<file path="src/rtl/odo_pkg.sv">
package odo_pkg;

    localparam int ODO_N_CH        = 2;
    localparam int ODO_CNT_W       = 16;
    localparam int ODO_ADDR_W      = 3;
    localparam int ODO_DATA_W      = 16;
    localparam int ODO_SYNC_STAGES = 2;

    typedef enum logic {
        DIR_DOWN = 1'b0,
        DIR_UP   = 1'b1
    } odo_dir_e;

    typedef struct packed {
        logic     rise;
        odo_dir_e dir;
    } odo_event_t;

    typedef enum logic [1:0] {
        SEL_COUNT = 2'd0,
        SEL_STAT  = 2'd1,
        SEL_CTRL  = 2'd2,
        SEL_NONE  = 2'd3
    } odo_sel_e;

    function automatic odo_dir_e pick_dir(input logic dir_en, input logic drive);
        if (!dir_en) return DIR_UP;
        return drive ? DIR_UP : DIR_DOWN;
    endfunction

endpackage

</file>
<file path="src/rtl/odo_sync.sv">
module odo_sync #(
    parameter int W      = 1,
    parameter int STAGES = 2
) (
    input  logic         clk,
    input  logic         rst,
    input  logic [W-1:0] d,
    output logic [W-1:0] q
);
    logic [W-1:0] stg_q [STAGES];

    always_ff @(posedge clk) begin
        if (rst) stg_q[0] <= '0;
        else     stg_q[0] <= d;
    end

    for (genvar s = 1; s < STAGES; s++) begin : g_stage
        always_ff @(posedge clk) begin
            if (rst) stg_q[s] <= '0;
            else     stg_q[s] <= stg_q[s-1];
        end
    end

    assign q = stg_q[STAGES-1];
endmodule

</file>
<file path="src/rtl/odo_rise.sv">
module odo_rise #(
    parameter int W = 1
) (
    input  logic         clk,
    input  logic         rst,
    input  logic [W-1:0] lvl,
    output logic [W-1:0] rise
);
    logic [W-1:0] prev_q;

    always_ff @(posedge clk) begin
        if (rst) prev_q <= '0;
        else     prev_q <= lvl;
    end

    assign rise = lvl & ~prev_q;
endmodule

</file>
<file path="src/rtl/odo_chan.sv">
module odo_chan
    import odo_pkg::*;
#(
    parameter int CNT_W = 16
) (
    input  logic             clk,
    input  logic             rst,
    input  odo_event_t       ev,
    input  logic             strobe,
    output logic [CNT_W-1:0] cnt,
    output logic [CNT_W-1:0] lat
);
    logic [CNT_W-1:0] cnt_q, cnt_d, lat_q;

    always_comb begin
        cnt_d = cnt_q;
        if (ev.rise) begin
            if (ev.dir == DIR_UP) cnt_d = cnt_q + CNT_W'(1);
            else                  cnt_d = cnt_q - CNT_W'(1);
        end
    end

    always_ff @(posedge clk) begin
        if (rst) begin
            cnt_q <= '0;
            lat_q <= '0;
        end else begin
            cnt_q <= cnt_d;
            if (strobe) lat_q <= cnt_q;
        end
    end

    assign cnt = cnt_q;
    assign lat = lat_q;
endmodule

</file>
<file path="src/rtl/odo_regs.sv">
module odo_regs
    import odo_pkg::*;
#(
    parameter int N_CH   = 2,
    parameter int CNT_W  = 16,
    parameter int ADDR_W = 3,
    parameter int DATA_W = 16
) (
    input  logic                       clk,
    input  logic                       rst,
    input  logic                       wr_en,
    input  logic [ADDR_W-1:0]          wr_addr,
    input  logic [DATA_W-1:0]          wr_data,
    input  logic [ADDR_W-1:0]          rd_addr,
    input  logic [N_CH-1:0][CNT_W-1:0] lat,
    input  logic                       stat_lat,
    output logic                       dir_en,
    output logic [DATA_W-1:0]          rd_data
);
    localparam int ADDR_STAT = N_CH;
    localparam int ADDR_CTRL = N_CH + 1;

    logic     dir_en_q;
    odo_sel_e sel;
    logic     unused_wr;

    assign unused_wr = ^wr_data[DATA_W-1:1];

    always_ff @(posedge clk) begin
        if (rst)
            dir_en_q <= 1'b0;
        else if (wr_en && (wr_addr == ADDR_W'(ADDR_CTRL)))
            dir_en_q <= wr_data[0];
    end

    always_comb begin
        if (int'(rd_addr) < N_CH)               sel = SEL_COUNT;
        else if (rd_addr == ADDR_W'(ADDR_STAT)) sel = SEL_STAT;
        else if (rd_addr == ADDR_W'(ADDR_CTRL)) sel = SEL_CTRL;
        else                                    sel = SEL_NONE;
    end

    always_comb begin
        rd_data = '0;
        unique case (sel)
            SEL_COUNT: begin
                for (int k = 0; k < N_CH; k++)
                    if (rd_addr == ADDR_W'(k)) rd_data = DATA_W'(lat[k]);
            end
            SEL_STAT: rd_data = DATA_W'(stat_lat);
            SEL_CTRL: rd_data = DATA_W'(dir_en_q);
            SEL_NONE: rd_data = '0;
        endcase
    end

    assign dir_en = dir_en_q;
endmodule

</file>
<file path="src/rtl/odo_pulse_counter.sv">
module odo_pulse_counter
    import odo_pkg::*;
#(
    parameter int N_CH        = ODO_N_CH,
    parameter int CNT_W       = ODO_CNT_W,
    parameter int ADDR_W      = ODO_ADDR_W,
    parameter int DATA_W      = ODO_DATA_W,
    parameter int SYNC_STAGES = ODO_SYNC_STAGES
) (
    input  logic              clk,
    input  logic              rst,
    input  logic [N_CH-1:0]   pulse_i,
    input  logic              drive_i,
    input  logic              strobe_i,
    input  logic              wr_en_i,
    input  logic [ADDR_W-1:0] wr_addr_i,
    input  logic [DATA_W-1:0] wr_data_i,
    input  logic [ADDR_W-1:0] rd_addr_i,
    output logic [DATA_W-1:0] rd_data_o
);
    logic [N_CH-1:0]            pulse_s;
    logic [N_CH-1:0]            rise;
    logic                       drive_s;
    logic                       dir_en;
    logic                       stat_q;
    logic [N_CH-1:0][CNT_W-1:0] cnt;
    logic [N_CH-1:0][CNT_W-1:0] lat;

    odo_sync #(.W(N_CH), .STAGES(SYNC_STAGES)) u_sync_pulse (
        .clk(clk), .rst(rst), .d(pulse_i), .q(pulse_s)
    );

    odo_sync #(.W(1), .STAGES(SYNC_STAGES)) u_sync_drive (
        .clk(clk), .rst(rst), .d(drive_i), .q(drive_s)
    );

    odo_rise #(.W(N_CH)) u_rise (
        .clk(clk), .rst(rst), .lvl(pulse_s), .rise(rise)
    );

    for (genvar k = 0; k < N_CH; k++) begin : g_chan
        odo_event_t ev;
        always_comb begin
            ev.rise = rise[k];
            ev.dir  = pick_dir(dir_en, drive_s);
        end
        odo_chan #(.CNT_W(CNT_W)) u_chan (
            .clk(clk), .rst(rst), .ev(ev), .strobe(strobe_i),
            .cnt(cnt[k]), .lat(lat[k])
        );
    end

    always_ff @(posedge clk) begin
        if (rst)           stat_q <= 1'b0;
        else if (strobe_i) stat_q <= drive_s;
    end

    odo_regs #(.N_CH(N_CH), .CNT_W(CNT_W), .ADDR_W(ADDR_W), .DATA_W(DATA_W)) u_regs (
        .clk(clk), .rst(rst),
        .wr_en(wr_en_i), .wr_addr(wr_addr_i), .wr_data(wr_data_i),
        .rd_addr(rd_addr_i), .lat(lat), .stat_lat(stat_q),
        .dir_en(dir_en), .rd_data(rd_data_o)
    );
endmodule

</file>
<file path="config.mk">
export PLATFORM = sky130hd
export DESIGN_NAME = odo_pulse_counter
export DESIGN_NICKNAME = d
export VERILOG_FILES = /design/src/rtl/odo_pkg.sv /design/src/rtl/odo_sync.sv /design/src/rtl/odo_rise.sv /design/src/rtl/odo_chan.sv /design/src/rtl/odo_regs.sv /design/src/rtl/odo_pulse_counter.sv
export SDC_FILE = /design/constraint.sdc
export NUM_CORES = 1
export LEC_CHECK = 0
export ABC_AREA = 1
export CAP_MARGIN = 20
export CORE_ASPECT_RATIO = 0.7
export CORE_UTILIZATION = 58
export DETAILED_ROUTE_END_ITERATION = 10
export GPL_TIMING_DRIVEN = 0
export PLACE_DENSITY = 0.81
export SYNTH_ARGS = -nofsm -noshare
export SYNTH_HDL_FRONTEND = slang
export SYNTH_HIERARCHICAL = 1
export SYNTH_SLANG_ARGS = --single-unit
</file>
<file path="constraint.sdc">
create_clock -name clk -period 2.7 [get_ports clk]
set_clock_uncertainty 0.1 [all_clocks]
set_input_delay 0.54 -clock clk [delete_from_list [all_inputs] [get_ports clk]]
set_output_delay 0.54 -clock clk [all_outputs]
set_load 0.005 [all_outputs]
</file>
==> summary.txt <==
Floorplanning
  • Starting density of the core: 60.2%
  • Die Height: 77.9 um
  • Site Rows: 27
  • Die area: approximately 0.0086 sq mm
  • Die Wd: 110 um
  • I/O pins: 45
  • Core area: 0.00794 sq mm

Critical path
  • Max FO, Critical Path: 10
  • Nature of the critical path endpoint: primary output
  • Reg-to-reg endpoint: g_chan[0].u_chan/cnt[14]$_SDFFE_PP0P_
  • CP max stage delay: 0.51 ns
  • CP Class: in2out
  • Critical path's slowest cell: clkdlybuf4s50_1
  • CP dominant cell by count: nand2_1
  • Worst reg-to-reg setup slack: 0.19 ns
  • R2R depth: 13
  • Critical Path AT: a little under 2 ns
  • Worst Path Buf+Inv: 3
  • Required @ worst endpoint: between 2 and 2.5 ns
  • CP delay by family, top: buffers and inverters
  • Critical Path, Cell by Cell: dlygate4sd2_1 > nor3_4 > buf_6 > nand2_1 > nand2_1 > clkdlybuf4s50_1
  • R2r startpoint: u_regs/dir_en$_SDFFE_PP0P_
  • Crit start category: input port

Detailed routing
  • First DRT Iteration DRCs: approximately 500
  • DR pass1 iterations: 6
  • WL per Instance: 13.3 um
  • Via count: 4908
  • Post-route ant nets: 0
  • Final WL: 12.3 mm
  • Post-detailed-route via-to-cell ratio: about 5.3
  • Post-route DRC: 0

Timing
  • Max-slew violation count: 0
  • Least-Margin Pin Slew: 0.790 ns
  • Fin crit share: a little over nine tenths
  • Final setup violation count: 0
  • Final-report hold violation count: 0
  • Final worst setup slack: 0.0844 ns
  • Maximum clock frequency: 0.382 GHz
  • RSZ-0062 raised after global routing: no
  • Tmin final: 2.62 ns
  • Worst slew margin relative to its limit: 47.2%
  • Hold_ws: 0.306 ns

Clock network
  • Num Clock Sinks: 74
  • Hold Buf Count CTS: 0
  • CTS root buffer: clkbuf_16
  • CTS tree: done
  • Cts bufs inserted: 9
  • Clock-pin slew on the worst setup and hold paths: about 0.05 ns
  • Max Root-Sink Buffers: 2
  • Worst-Skew Late Latency: 0.34 ns
  • CTS H-tree lvls: 3

Placed design
  • # port buffers: 28
  • Worst slack at placement: -0.235 ns
  • GP Congestion: 0.919
  • Final HPWL DP: between 9 and 10 mm
  • Area after DPL: 0.00518 sq mm

Synthesis
  • Distinct cell type count after synthesis: 25
  • Synthesized area: roughly 0.0048 sq mm
  • Syn_area_per_cell: just over 6 sq um
  • Flops & latches, synth: between 70 and 80
  • Syn_nets: 833
  • Mapped Cells: just under 800
  • Fraction of the yosys area taken by sequential cells: between 30% and 40%
  • Synth warnings: 6

Power
  • Leakage: 2.95 nW
  • Peak VDD IR: 580 uV
  • PwrDens: 515 mW/mm^2

Hold path
  • Hold Crit Endpoint: u_sync_drive/stg_q[1]$_SDFF_PP0_
  • Worst hold stages: 2
  • Hold WC Path Type: reg2reg
  • Hold Crit Start: u_sync_drive/stg_q[0]$_SDFF_PP0_

Final layout
  • Share of layout cells above drive strength 1: slightly below 6%
  • Antenna diodes: 0
  • Post-layout nets: about 900
  • Fillers: 669
  • P&R area growth vs syn: 17.1%
  • Final instance area: 0.00560 sq mm
  • Multi-input logic area: 0.00262 sq mm
  • Most frequent cells in the layout: nand2_1 (240), inv_1 (150), nor2_1 (80)
  • Commonest non-fill, non-tap cell in the layout: nand2_1
  • Seq. cell area: 0.00148 sq mm

GRT
  • Number of global-route vias before repair: 4488
  • Initial antenna violation count: 0
  • Global-route wire length before repair: 20.9 mm
  • GRT Overall Usage: 30.5%
  • Largest net degree at the start of global routing: 21
  • Gr ovfl total: 0

Run status
  • Status: complete, no violations

Flow run
  • Max cap viols: 0
[per-layer routing]
metal | vias to the layer above | GRT usage, % | wire (um)
met5 | - | 0 | 0
met4 | 0 | 6.67 | 131
met3 | 14 | 7.27 | 1090
met2 | 213 | 45.7 | 4970
met1 | 2198 | 44.1 | 6140
li1 | 2483 | - | -
[where the power goes]
part	switching, W	total [W]	leakage [nW]	internal, W
Combinational	0.000215	0.000349	2.18	0.000134
Clock	0.000456	0.00136	0.160	0.000901
Sequential	0.0000334	0.00118	0.606	0.00115
Total	0.000704	0.00288	2.95	0.00218
[state kept, by name (all words and copies together) (netlist names)]
name	count
g_chan.u_chan/lat	32
u_sync_pulse/stg_q	4
u_rise/prev_q	2
u_sync_drive/stg_q	2
g_chan.u_chan/cnt	32
stat_q	1
u_regs/dir_en	1
[what timing repair did]
item                                    CTS  global route
resized for setup                         3             3
pin swaps                                 2             0
buffers inserted                          3             4
hold endpoints to repair                  0             0
endpoints found under the setup margin   16            18
[kinds of logic (layout without fill, tap and decap cells)]
family | after synthesis | in the layout | synth area share, %
adder cells (fa/ha/maj) | 30 | 30 | 8.17
flip-flops | 74 | 74 | 31.0
buffers and inverters | 174 | 225 | 14.3
XOR/XNOR | 8 | 8 | 1.47
AO/OA/AOI/OAI | 75 | 75 | 9.01
AND/OR/NAND/NOR | 413 | 413 | 36.1
[cell usage after synthesis]
cell | number | share of area, %
nor3_4 | 1 | 0.34
nor2_2 | 1 | 0.13
nor2_4 | 1 | 0.24
nor3_1 | 6 | 0.63
clkbuf_1 | 8 | 0.63
nand3_1 | 65 | 6.8
dfxtp_1 | 74 | 31
or2_1 | 4 | 0.52
nand2_2 | 4 | 0.52
nand3b_1 | 2 | 0.31
inv_1 | 152 | 12
buf_6 | 2 | 0.47
nor2_1 | 80 | 6.3
xor2_1 | 4 | 0.73
buf_2 | 11 | 1.2
a211oi_1 | 22 | 3.5
ha_1 | 28 | 7.3
a21oi_1 | 47 | 4.9
nand3_2 | 4 | 0.84
nand2_1 | 241 | 19
fa_1 | 2 | 0.84
xnor2_1 | 4 | 0.73
nand4_1 | 4 | 0.52
buf_1 | 1 | 0.078
o21ai_0 | 6 | 0.63
[per-stage QoR]
step	total power, W	util, %	setup TNS, ns	instances
final	0.00288	70.5	0	926
after global routing	0.00299	70.5	0	926
after CTS	0.00288	69.8	0	922
after detailed placement	0.00153	65.3	-2.40	903
after global placement	0.00152	65.3	-1.97	903
after floorplan	0.00143	-	0	774
[layout make-up]
type,count,area share [%]
tap,101,2.26
sequential,74,26.5
multi-input combinational,526,46.8
buffer,22,2.03
inverter,152,10.3
clock inverter,5,1.83
clock buffer,11,4.16
timing repair buffer,35,6.13
[worst max path at each step]
stage	startpoint	endpoint	slack, ns	cells past startpoint
6_report	rd_addr_i[1]	rd_data_o[15]	0.08	6
5_1_grt	rd_addr_i[1]	rd_data_o[1]	0.01	6
4_1_cts	u_regs/dir_en$_SDFFE_PP0P_	g_chan[1].u_chan/cnt[13]$_SDFFE_PP0P_	0.02	12
3_5_place_dp	rd_addr_i[1]	rd_data_o[1]	-0.24	6
3_3_place_gp	rd_addr_i[1]	rd_data_o[1]	-0.22	6
2_1_floorplan	u_regs/dir_en$_SDFFE_PP0P_	g_chan[0].u_chan/cnt[13]$_SDFFE_PP0P_	0.65	12
[worst min-delay path: stages (launching register included)]
cell	delay (ns)
dfxtp_1	0.29
inv_1	0.04
nor2_1	0.03
No activity file was read; power rests on OpenSTA's default activity.
